[src/rtl/tmr_pkg.sv]
`timescale 1ns/1ps
package tmr_pkg;

    localparam int BYTE_W = 8;
    localparam int PRE_W  = 5;
    localparam int ADDR_W = 3;
    localparam int CFG_W  = 4;

    typedef enum logic [1:0] {
        TM_PRE13   = 2'b00,
        TM_FULL16  = 2'b01,
        TM_RELOAD8 = 2'b10,
        TM_SPLIT   = 2'b11
    } tmr_mode_e;

    typedef struct packed {
        logic      gate;
        logic      pin_sel;
        tmr_mode_e mode;
    } ch_cfg_t;

    localparam logic [ADDR_W-1:0] A_MODE = 3'd0;
    localparam logic [ADDR_W-1:0] A_CTRL = 3'd1;

    // address of a channel count byte: low at 2+2c, high at 3+2c
    function automatic logic [ADDR_W-1:0] byte_addr(input int ch, input logic hi);
        return ADDR_W'(2 + 2 * ch + (hi ? 1 : 0));
    endfunction

endpackage

[src/rtl/tmr_edge_sampler.sv]
`timescale 1ns/1ps
module tmr_edge_sampler #(
    parameter int N = 2
) (
    input  logic         clk_i,
    input  logic         rst_i,
    input  logic         mc_en_i,
    input  logic [N-1:0] pin_i,
    output logic [N-1:0] fall_o
);
    logic [N-1:0] samp_q;

    always_ff @(posedge clk_i) begin
        if (rst_i)        samp_q <= '0;
        else if (mc_en_i) samp_q <= pin_i;
    end

    // previous strobe saw high, this strobe sees low
    assign fall_o = {N{mc_en_i}} & samp_q & ~pin_i;
endmodule

[src/rtl/tmr_flags.sv]
`timescale 1ns/1ps
module tmr_flags #(
    parameter int N = 2
) (
    input  logic         clk_i,
    input  logic         rst_i,
    input  logic [N-1:0] hw_set_i,
    input  logic [N-1:0] ack_i,
    input  logic         sw_we_i,
    input  logic [N-1:0] sw_val_i,
    output logic [N-1:0] flag_o
);
    logic [N-1:0] flag_q;

    always_ff @(posedge clk_i) begin
        if (rst_i) flag_q <= '0;
        else       flag_q <= hw_set_i | (sw_we_i ? sw_val_i : (flag_q & ~ack_i));
    end

    assign flag_o = flag_q;
endmodule

[src/rtl/tmr_channel.sv]
`timescale 1ns/1ps
module tmr_channel
    import tmr_pkg::*;
#(
    parameter int BW       = BYTE_W,
    parameter int PW       = PRE_W,
    parameter bit SPLIT_EN = 1'b0
) (
    input  logic          clk_i,
    input  logic          rst_i,
    input  tmr_mode_e     mode_i,
    input  logic          inc_main_i,
    input  logic          inc_hi_i,
    input  logic          wr_lo_i,
    input  logic          wr_hi_i,
    input  logic [BW-1:0] wdata_i,
    output logic [BW-1:0] lo_o,
    output logic [BW-1:0] hi_o,
    output logic          ovf_main_o,
    output logic          ovf_hi_o
);
    localparam logic [BW-1:0] BYTE_MAX = {BW{1'b1}};
    localparam logic [PW-1:0] PRE_MAX  = {PW{1'b1}};

    logic [BW-1:0]   lo_q, hi_q, lo_n, hi_n;
    logic [2*BW-1:0] full_inc;
    logic [PW-1:0]   pre_inc;
    logic            ovf_m, ovf_h, wr_any;
    logic            split_lo_step, split_hi_step;
    logic            split_lo_ovf, split_hi_ovf;
    logic [BW-1:0]   split_lo_n, split_hi_n;

    assign full_inc = {hi_q, lo_q} + 1'b1;
    assign pre_inc  = lo_q[PW-1:0] + 1'b1;
    assign wr_any   = wr_lo_i | wr_hi_i;

    generate
        if (SPLIT_EN) begin : g_split
            // two independent byte counters
            assign split_lo_step = inc_main_i;
            assign split_hi_step = inc_hi_i;
            assign split_lo_ovf  = inc_main_i && (lo_q == BYTE_MAX);
            assign split_hi_ovf  = inc_hi_i && (hi_q == BYTE_MAX);
            assign split_lo_n    = lo_q + 1'b1;
            assign split_hi_n    = hi_q + 1'b1;
        end else begin : g_halt
            // mode 11 freezes this channel
            assign split_lo_step = 1'b0;
            assign split_hi_step = 1'b0;
            assign split_lo_ovf  = 1'b0;
            assign split_hi_ovf  = inc_hi_i & 1'b0;
            assign split_lo_n    = lo_q;
            assign split_hi_n    = hi_q;
        end
    endgenerate

    always_comb begin
        lo_n  = lo_q;
        hi_n  = hi_q;
        ovf_m = 1'b0;
        ovf_h = 1'b0;
        unique case (mode_i)
            TM_PRE13: begin
                if (inc_main_i) begin
                    lo_n[PW-1:0] = pre_inc;
                    if (lo_q[PW-1:0] == PRE_MAX) begin
                        hi_n  = hi_q + 1'b1;
                        ovf_m = (hi_q == BYTE_MAX);
                    end
                end
            end
            TM_FULL16: begin
                if (inc_main_i) begin
                    {hi_n, lo_n} = full_inc;
                    ovf_m        = ({hi_q, lo_q} == {BYTE_MAX, BYTE_MAX});
                end
            end
            TM_RELOAD8: begin
                if (inc_main_i) begin
                    if (lo_q == BYTE_MAX) begin
                        lo_n  = hi_q;
                        ovf_m = 1'b1;
                    end else begin
                        lo_n = lo_q + 1'b1;
                    end
                end
            end
            TM_SPLIT: begin
                if (split_lo_step) lo_n = split_lo_n;
                if (split_hi_step) hi_n = split_hi_n;
                ovf_m = split_lo_ovf;
                ovf_h = split_hi_ovf;
            end
            default: ;
        endcase
        // a bus write replaces the byte and drops this cycle's step
        if (wr_any) begin
            lo_n  = wr_lo_i ? wdata_i : lo_q;
            hi_n  = wr_hi_i ? wdata_i : hi_q;
            ovf_m = 1'b0;
            ovf_h = 1'b0;
        end
    end

    always_ff @(posedge clk_i) begin
        if (rst_i) begin
            lo_q <= '0;
            hi_q <= '0;
        end else begin
            lo_q <= lo_n;
            hi_q <= hi_n;
        end
    end

    assign lo_o       = lo_q;
    assign hi_o       = hi_q;
    assign ovf_main_o = ovf_m;
    assign ovf_hi_o   = ovf_h;
endmodule

[src/rtl/tmr_pair.sv]
`timescale 1ns/1ps
module tmr_pair
    import tmr_pkg::*;
#(
    parameter int BW = BYTE_W,
    parameter int PW = PRE_W,
    parameter int AW = ADDR_W
) (
    input  logic          clk_i,
    input  logic          rst_i,
    input  logic          mc_en_i,
    input  logic          bus_we_i,
    input  logic [AW-1:0] bus_addr_i,
    input  logic [BW-1:0] bus_wdata_i,
    input  logic [1:0]    cnt_pin_i,
    input  logic [1:0]    gate_pin_i,
    input  logic [1:0]    ovf_ack_i,
    output logic [2*BW-1:0] cnt0_o,
    output logic [2*BW-1:0] cnt1_o,
    output logic [1:0]    ovf_flag_o,
    output logic          baud_tick_o
);
    localparam int NCH    = 2;
    localparam int MODE_W = NCH * CFG_W;

    logic [MODE_W-1:0]         mode_q;
    logic [NCH-1:0]            run_q;
    logic                      baud_q;
    ch_cfg_t [NCH-1:0]         cfg;
    logic [NCH-1:0]            fall, enab, inc_main, ovf_main, ovf_hi, flag_set;
    logic [NCH-1:0][BW-1:0]    lo, hi;
    logic                      split_on, we_mode, we_ctrl;

    assign we_mode  = bus_we_i && (bus_addr_i == AW'(A_MODE));
    assign we_ctrl  = bus_we_i && (bus_addr_i == AW'(A_CTRL));
    assign split_on = (cfg[0].mode == TM_SPLIT);

    always_ff @(posedge clk_i) begin
        if (rst_i) begin
            mode_q <= '0;
            run_q  <= '0;
            baud_q <= 1'b0;
        end else begin
            if (we_mode) mode_q <= bus_wdata_i[MODE_W-1:0];
            if (we_ctrl) run_q  <= bus_wdata_i[NCH-1:0];
            baud_q <= ovf_main[1];
        end
    end

    tmr_edge_sampler #(.N(NCH)) u_samp (
        .clk_i   (clk_i),
        .rst_i   (rst_i),
        .mc_en_i (mc_en_i),
        .pin_i   (cnt_pin_i),
        .fall_o  (fall)
    );

    generate
        for (genvar c = 0; c < NCH; c++) begin : g_ch
            assign cfg[c]      = ch_cfg_t'(mode_q[c*CFG_W +: CFG_W]);
            assign enab[c]     = run_q[c] & (~cfg[c].gate | gate_pin_i[c]);
            assign inc_main[c] = enab[c] & (cfg[c].pin_sel ? fall[c] : mc_en_i);

            logic inc_hi;
            if (c == 0) begin : g_hi_src
                // split high byte: machine cycles under channel 1 run bit
                assign inc_hi = run_q[1] & mc_en_i;
            end else begin : g_hi_none
                assign inc_hi = 1'b0;
            end

            tmr_channel #(
                .BW       (BW),
                .PW       (PW),
                .SPLIT_EN (c == 0)
            ) u_ch (
                .clk_i      (clk_i),
                .rst_i      (rst_i),
                .mode_i     (cfg[c].mode),
                .inc_main_i (inc_main[c]),
                .inc_hi_i   (inc_hi),
                .wr_lo_i    (bus_we_i && (bus_addr_i == byte_addr(c, 1'b0))),
                .wr_hi_i    (bus_we_i && (bus_addr_i == byte_addr(c, 1'b1))),
                .wdata_i    (bus_wdata_i),
                .lo_o       (lo[c]),
                .hi_o       (hi[c]),
                .ovf_main_o (ovf_main[c]),
                .ovf_hi_o   (ovf_hi[c])
            );
        end
    endgenerate

    // flag 1 follows channel 0 high byte while channel 0 is split
    assign flag_set[0] = ovf_main[0];
    assign flag_set[1] = split_on ? ovf_hi[0] : (ovf_main[1] | ovf_hi[1]);

    tmr_flags #(.N(NCH)) u_flags (
        .clk_i    (clk_i),
        .rst_i    (rst_i),
        .hw_set_i (flag_set),
        .ack_i    (ovf_ack_i),
        .sw_we_i  (we_ctrl),
        .sw_val_i (bus_wdata_i[NCH+1:NCH]),
        .flag_o   (ovf_flag_o)
    );

    assign cnt0_o      = {hi[0], lo[0]};
    assign cnt1_o      = {hi[1], lo[1]};
    assign baud_tick_o = baud_q;
endmodule

[config.mk]
export PLATFORM = sky130hd
export DESIGN_NAME = tmr_pair
export DESIGN_NICKNAME = d
export VERILOG_FILES = /design/src/rtl/tmr_pkg.sv /design/src/rtl/tmr_edge_sampler.sv /design/src/rtl/tmr_flags.sv /design/src/rtl/tmr_channel.sv /design/src/rtl/tmr_pair.sv
export SDC_FILE = /design/constraint.sdc
export NUM_CORES = 1
export LEC_CHECK = 0
export BUFFER_PORTS_ARGS = -buffer_cell sky130_fd_sc_hd__buf_2
export CAP_MARGIN = 20
export CORE_MARGIN = 2
export CORE_UTILIZATION = 50
export DETAILED_ROUTE_END_ITERATION = 10
export PLACE_DENSITY = 0.72
export SYNTH_ARGS = -nofsm -noshare
export SYNTH_HDL_FRONTEND = slang
export SYNTH_HIERARCHICAL = 1
export SYNTH_SLANG_ARGS = --single-unit
[constraint.sdc]
create_clock -name clk_i -period 2.85 [get_ports clk_i]
set_input_delay 0.285 -clock clk_i [delete_from_list [all_inputs] [get_ports clk_i]]
set_output_delay 0.285 -clock clk_i [all_outputs]
set_load 0.01 [all_outputs]
==> results.sh <==
export IMPL_clkTransAtPathRegs_ns=0.10
export IMPL_drc_errors=0
export IMPL_setup_tns_ns=0
export IMPL_period_minus_slack_ns=2.54
export IMPL_p_int_uw=968
export IMPL_nFillCells=668
export IMPL_hold_start="cnt_pin_i[1]"
export IMPL_post_route_period_util_pct=89.1
export IMPL_p_leak_uw=0.00161
export IMPL_p_comb_share_pct=18.6
export IMPL_vdd_drop_max_mv=0.186
export IMPL_post_drt_wl_per_cell_microns=17.0
export IMPL_critPathSlowestCell="or4_1"
export IMPL_cts_path_max_buffers=2
export IMPL_final_cell_count_no_fill=593
export IMPL_cp_max_fo=10
export IMPL_drt_iter0_drc=212
export IMPL_cp_required_ns=3.09
export IMPL_crit_arrival_ns=2.78
export IMPL_grt_pass1_vias=3353
export IMPL_rows=30
export IMPL_grt_max_degree=36
export IMPL_cpLargestDelayFamily="simple AND/OR/NAND/NOR gates"
export IMPL_regToRegSetupSlack_ns=0.31
export IMPL_r2r_start="cfg[1]"
export IMPL_dr_total_vias=3653
export IMPL_seqPwrFrac_pct=52.1
export IMPL_grt_remaining_overflow=0
export IMPL_power_net_switching_uw=437
export IMPL_drv_slew=0
export IMPL_drive_above_1_share_pct=19.1
export IMPL_antenna_found_initial=0
export IMPL_post_cts_resized=0
export IMPL_syn_inst=446
export IMPL_grt_pass1_wl_microns=16100
export IMPL_worst_r2r_endpoint="g_ch[0].u_ch/hi_o[5]"
export IMPL_maxCapViolCount=0
export IMPL_path_cells="inv_1 -> ha_1 -> or3b_4 -> a2111oi_4 -> nor2_4 -> or4_1 -> a21oi_1"
export IMPL_critPathBufInv=1
export IMPL_powerDensity_mw_per_mm2=354
export IMPL_worstSetupEndpointType="flip-flop"
export IMPL_die_w_microns=88.3
export IMPL_startpoint="cfg[1]"
export IMPL_hold_viol=0
export IMPL_holdBufCountCts=0
export IMPL_h_tree_depth=2
export IMPL_ant_nets=0
export IMPL_place_gp_congestion=0.915
export IMPL_cts_num_sinks=47
export IMPL_whs_endpoint="u_samp/samp_q[1]"
export IMPL_rsz0062_at_grt="false"
export IMPL_cts_root_buf="clkbuf_8"
export IMPL_io_buffers=55
export IMPL_regArea_sq_um=941
export IMPL_clock_skew_ns=0.00727
export IMPL_cts_inserted_buffers=5
export IMPL_hold_depth=3
export IMPL_num_antenna_cells=0
export IMPL_setup_viol=0
export IMPL_synthToLayoutAreaGrowth_pct=11.9
export IMPL_ff2ff_path_depth=7
export IMPL_clock_latency_ns=0.30
export IMPL_relSlewSlack_pct=56.3
export IMPL_die_y_microns=88.3
export IMPL_die_area_sq_mm=0.00779
export IMPL_cts_setup_buffers=0
export IMPL_syn_num_nets=481
export IMPL_wl_microns=10100
export IMPL_dp_hpwl_microns=7400
export IMPL_max_freq_ghz=0.394
export IMPL_nets=531
export IMPL_cts_tree="yes"
export IMPL_drt_vias_per_instance=6.16
export IMPL_critPathKind="reg -> reg"
export IMPL_firstDrtPassIters=5
export IMPL_multi_input_area_sq_mm=0.00237
export IMPL_pin_count=56
export IMPL_outcome="finished clean"
export IMPL_dp_cells=585
export IMPL_p_clk_share_pct=29.2
export IMPL_worstHoldPathType="in -> reg"
export IMPL_syn_area_sq_mm=0.00355
export IMPL_avgSynthCellArea_sq_um=7.96
export IMPL_switching_share_pct=31.1
export IMPL_yosysWarnings=6
export IMPL_core_area_sq_mm=0.00683
export IMPL_worst_pin_slew_ns=0.653
export IMPL_slowest_delay_ns=0.52
export IMPL_grt_total_usage_pct=26.3
export IMPL_start_kind="flip-flop"
export IMPL_start_util_pct=52.0
[power groups by stage]
stage	sequential [uW]	combinational [uW]	clock, uW
floorplan	743	160	0
global placement	744	253	0
detailed placement	746	259	0
CTS	731	260	420
global route	737	287	440
finish	733	262	411
[through the flow]
step	total power [uW]	util, %	hold slack, ns	area, sq um	setup slack (ns)
after global placement	997	56.9	0.458	3890	0.414
after floorplan	903	-	0.354	3550	0.510
after detailed placement	1000	56.9	0.469	3890	0.332
after CTS	1410	58.1	0.221	3970	0.314
final	1400	58.1	0.230	3970	0.311
after global routing	1460	58.1	0.237	3970	0.0985
[cells in the final DEF (no fill, tap or decap), types with 3 or more instances in the layout]
| master | count |
|---|---|
| nand3_1 | 17 |
| a22oi_1 | 6 |
| dfxtp_1 | 47 |
| mux2i_1 | 18 |
| nor3_1 | 12 |
| nand4_1 | 12 |
| o21ai_1 | 3 |
| nand2_1 | 33 |
| o22ai_1 | 3 |
| and3_1 | 11 |
| a211oi_1 | 5 |
| a311oi_1 | 3 |
| a31oi_1 | 8 |
| a21oi_1 | 33 |
| buf_4 | 10 |
| nand2b_1 | 22 |
| nor2b_1 | 7 |
| xnor2_1 | 4 |
| a221oi_1 | 7 |
| o31ai_1 | 5 |
| and2_1 | 4 |
| ha_1 | 14 |
| clkbuf_8 | 5 |
| nor2_1 | 32 |
| inv_1 | 23 |
| buf_2 | 55 |
| a2111oi_0 | 3 |
| o211ai_1 | 4 |
| or2_2 | 3 |
| o21ai_0 | 19 |
| xor2_1 | 3 |
| or3_1 | 3 |
[worst max path at each step]
stage,to,depth (start not counted),slack (ns)
2_1_floorplan,g_ch[0].u_ch/hi_o[5],8,0.51
3_3_place_gp,g_ch[0].u_ch/hi_o[5],7,0.41
3_5_place_dp,g_ch[0].u_ch/hi_o[5],7,0.33
4_1_cts,g_ch[0].u_ch/hi_o[5],7,0.31
5_1_grt,g_ch[0].u_ch/lo_o[3],7,0.1
6_report,g_ch[0].u_ch/hi_o[5],7,0.31
[sequential cells by signal, indices dropped and copies added (netlist names)]
register        count
baud_tick_o         1
cfg                 8
g_ch.u_ch/hi_o     16
g_ch.u_ch/lo_o     16
run_q               2
u_flags/flag_o      2
u_samp/samp_q       2
[worst min-delay path: stages]
cell,delay [ns]
buf_2,0.08
mux2i_1,0.06
nor2_1,0.07
[layout make-up]
type                       count  area share, %
multi-input combinational    353           59.6
clock buffer                   6           1.83
sequential                    47           23.7
tap                           96           3.02
inverter                      23           2.17
timing repair buffer          66           9.33
clock inverter                 2          0.315
[routing by layer]
metal | track usage [%] | vias up | part of all wire, %
li1 | - | 1745 | -
met1 | 33.5 | 1716 | 42
met2 | 44.0 | 159 | 47
met3 | 4.76 | 33 | 7.3
met4 | 10.5 | 0 | 3.2
met5 | 0 | - | 0
No activity file was read; power rests on OpenSTA's default activity.
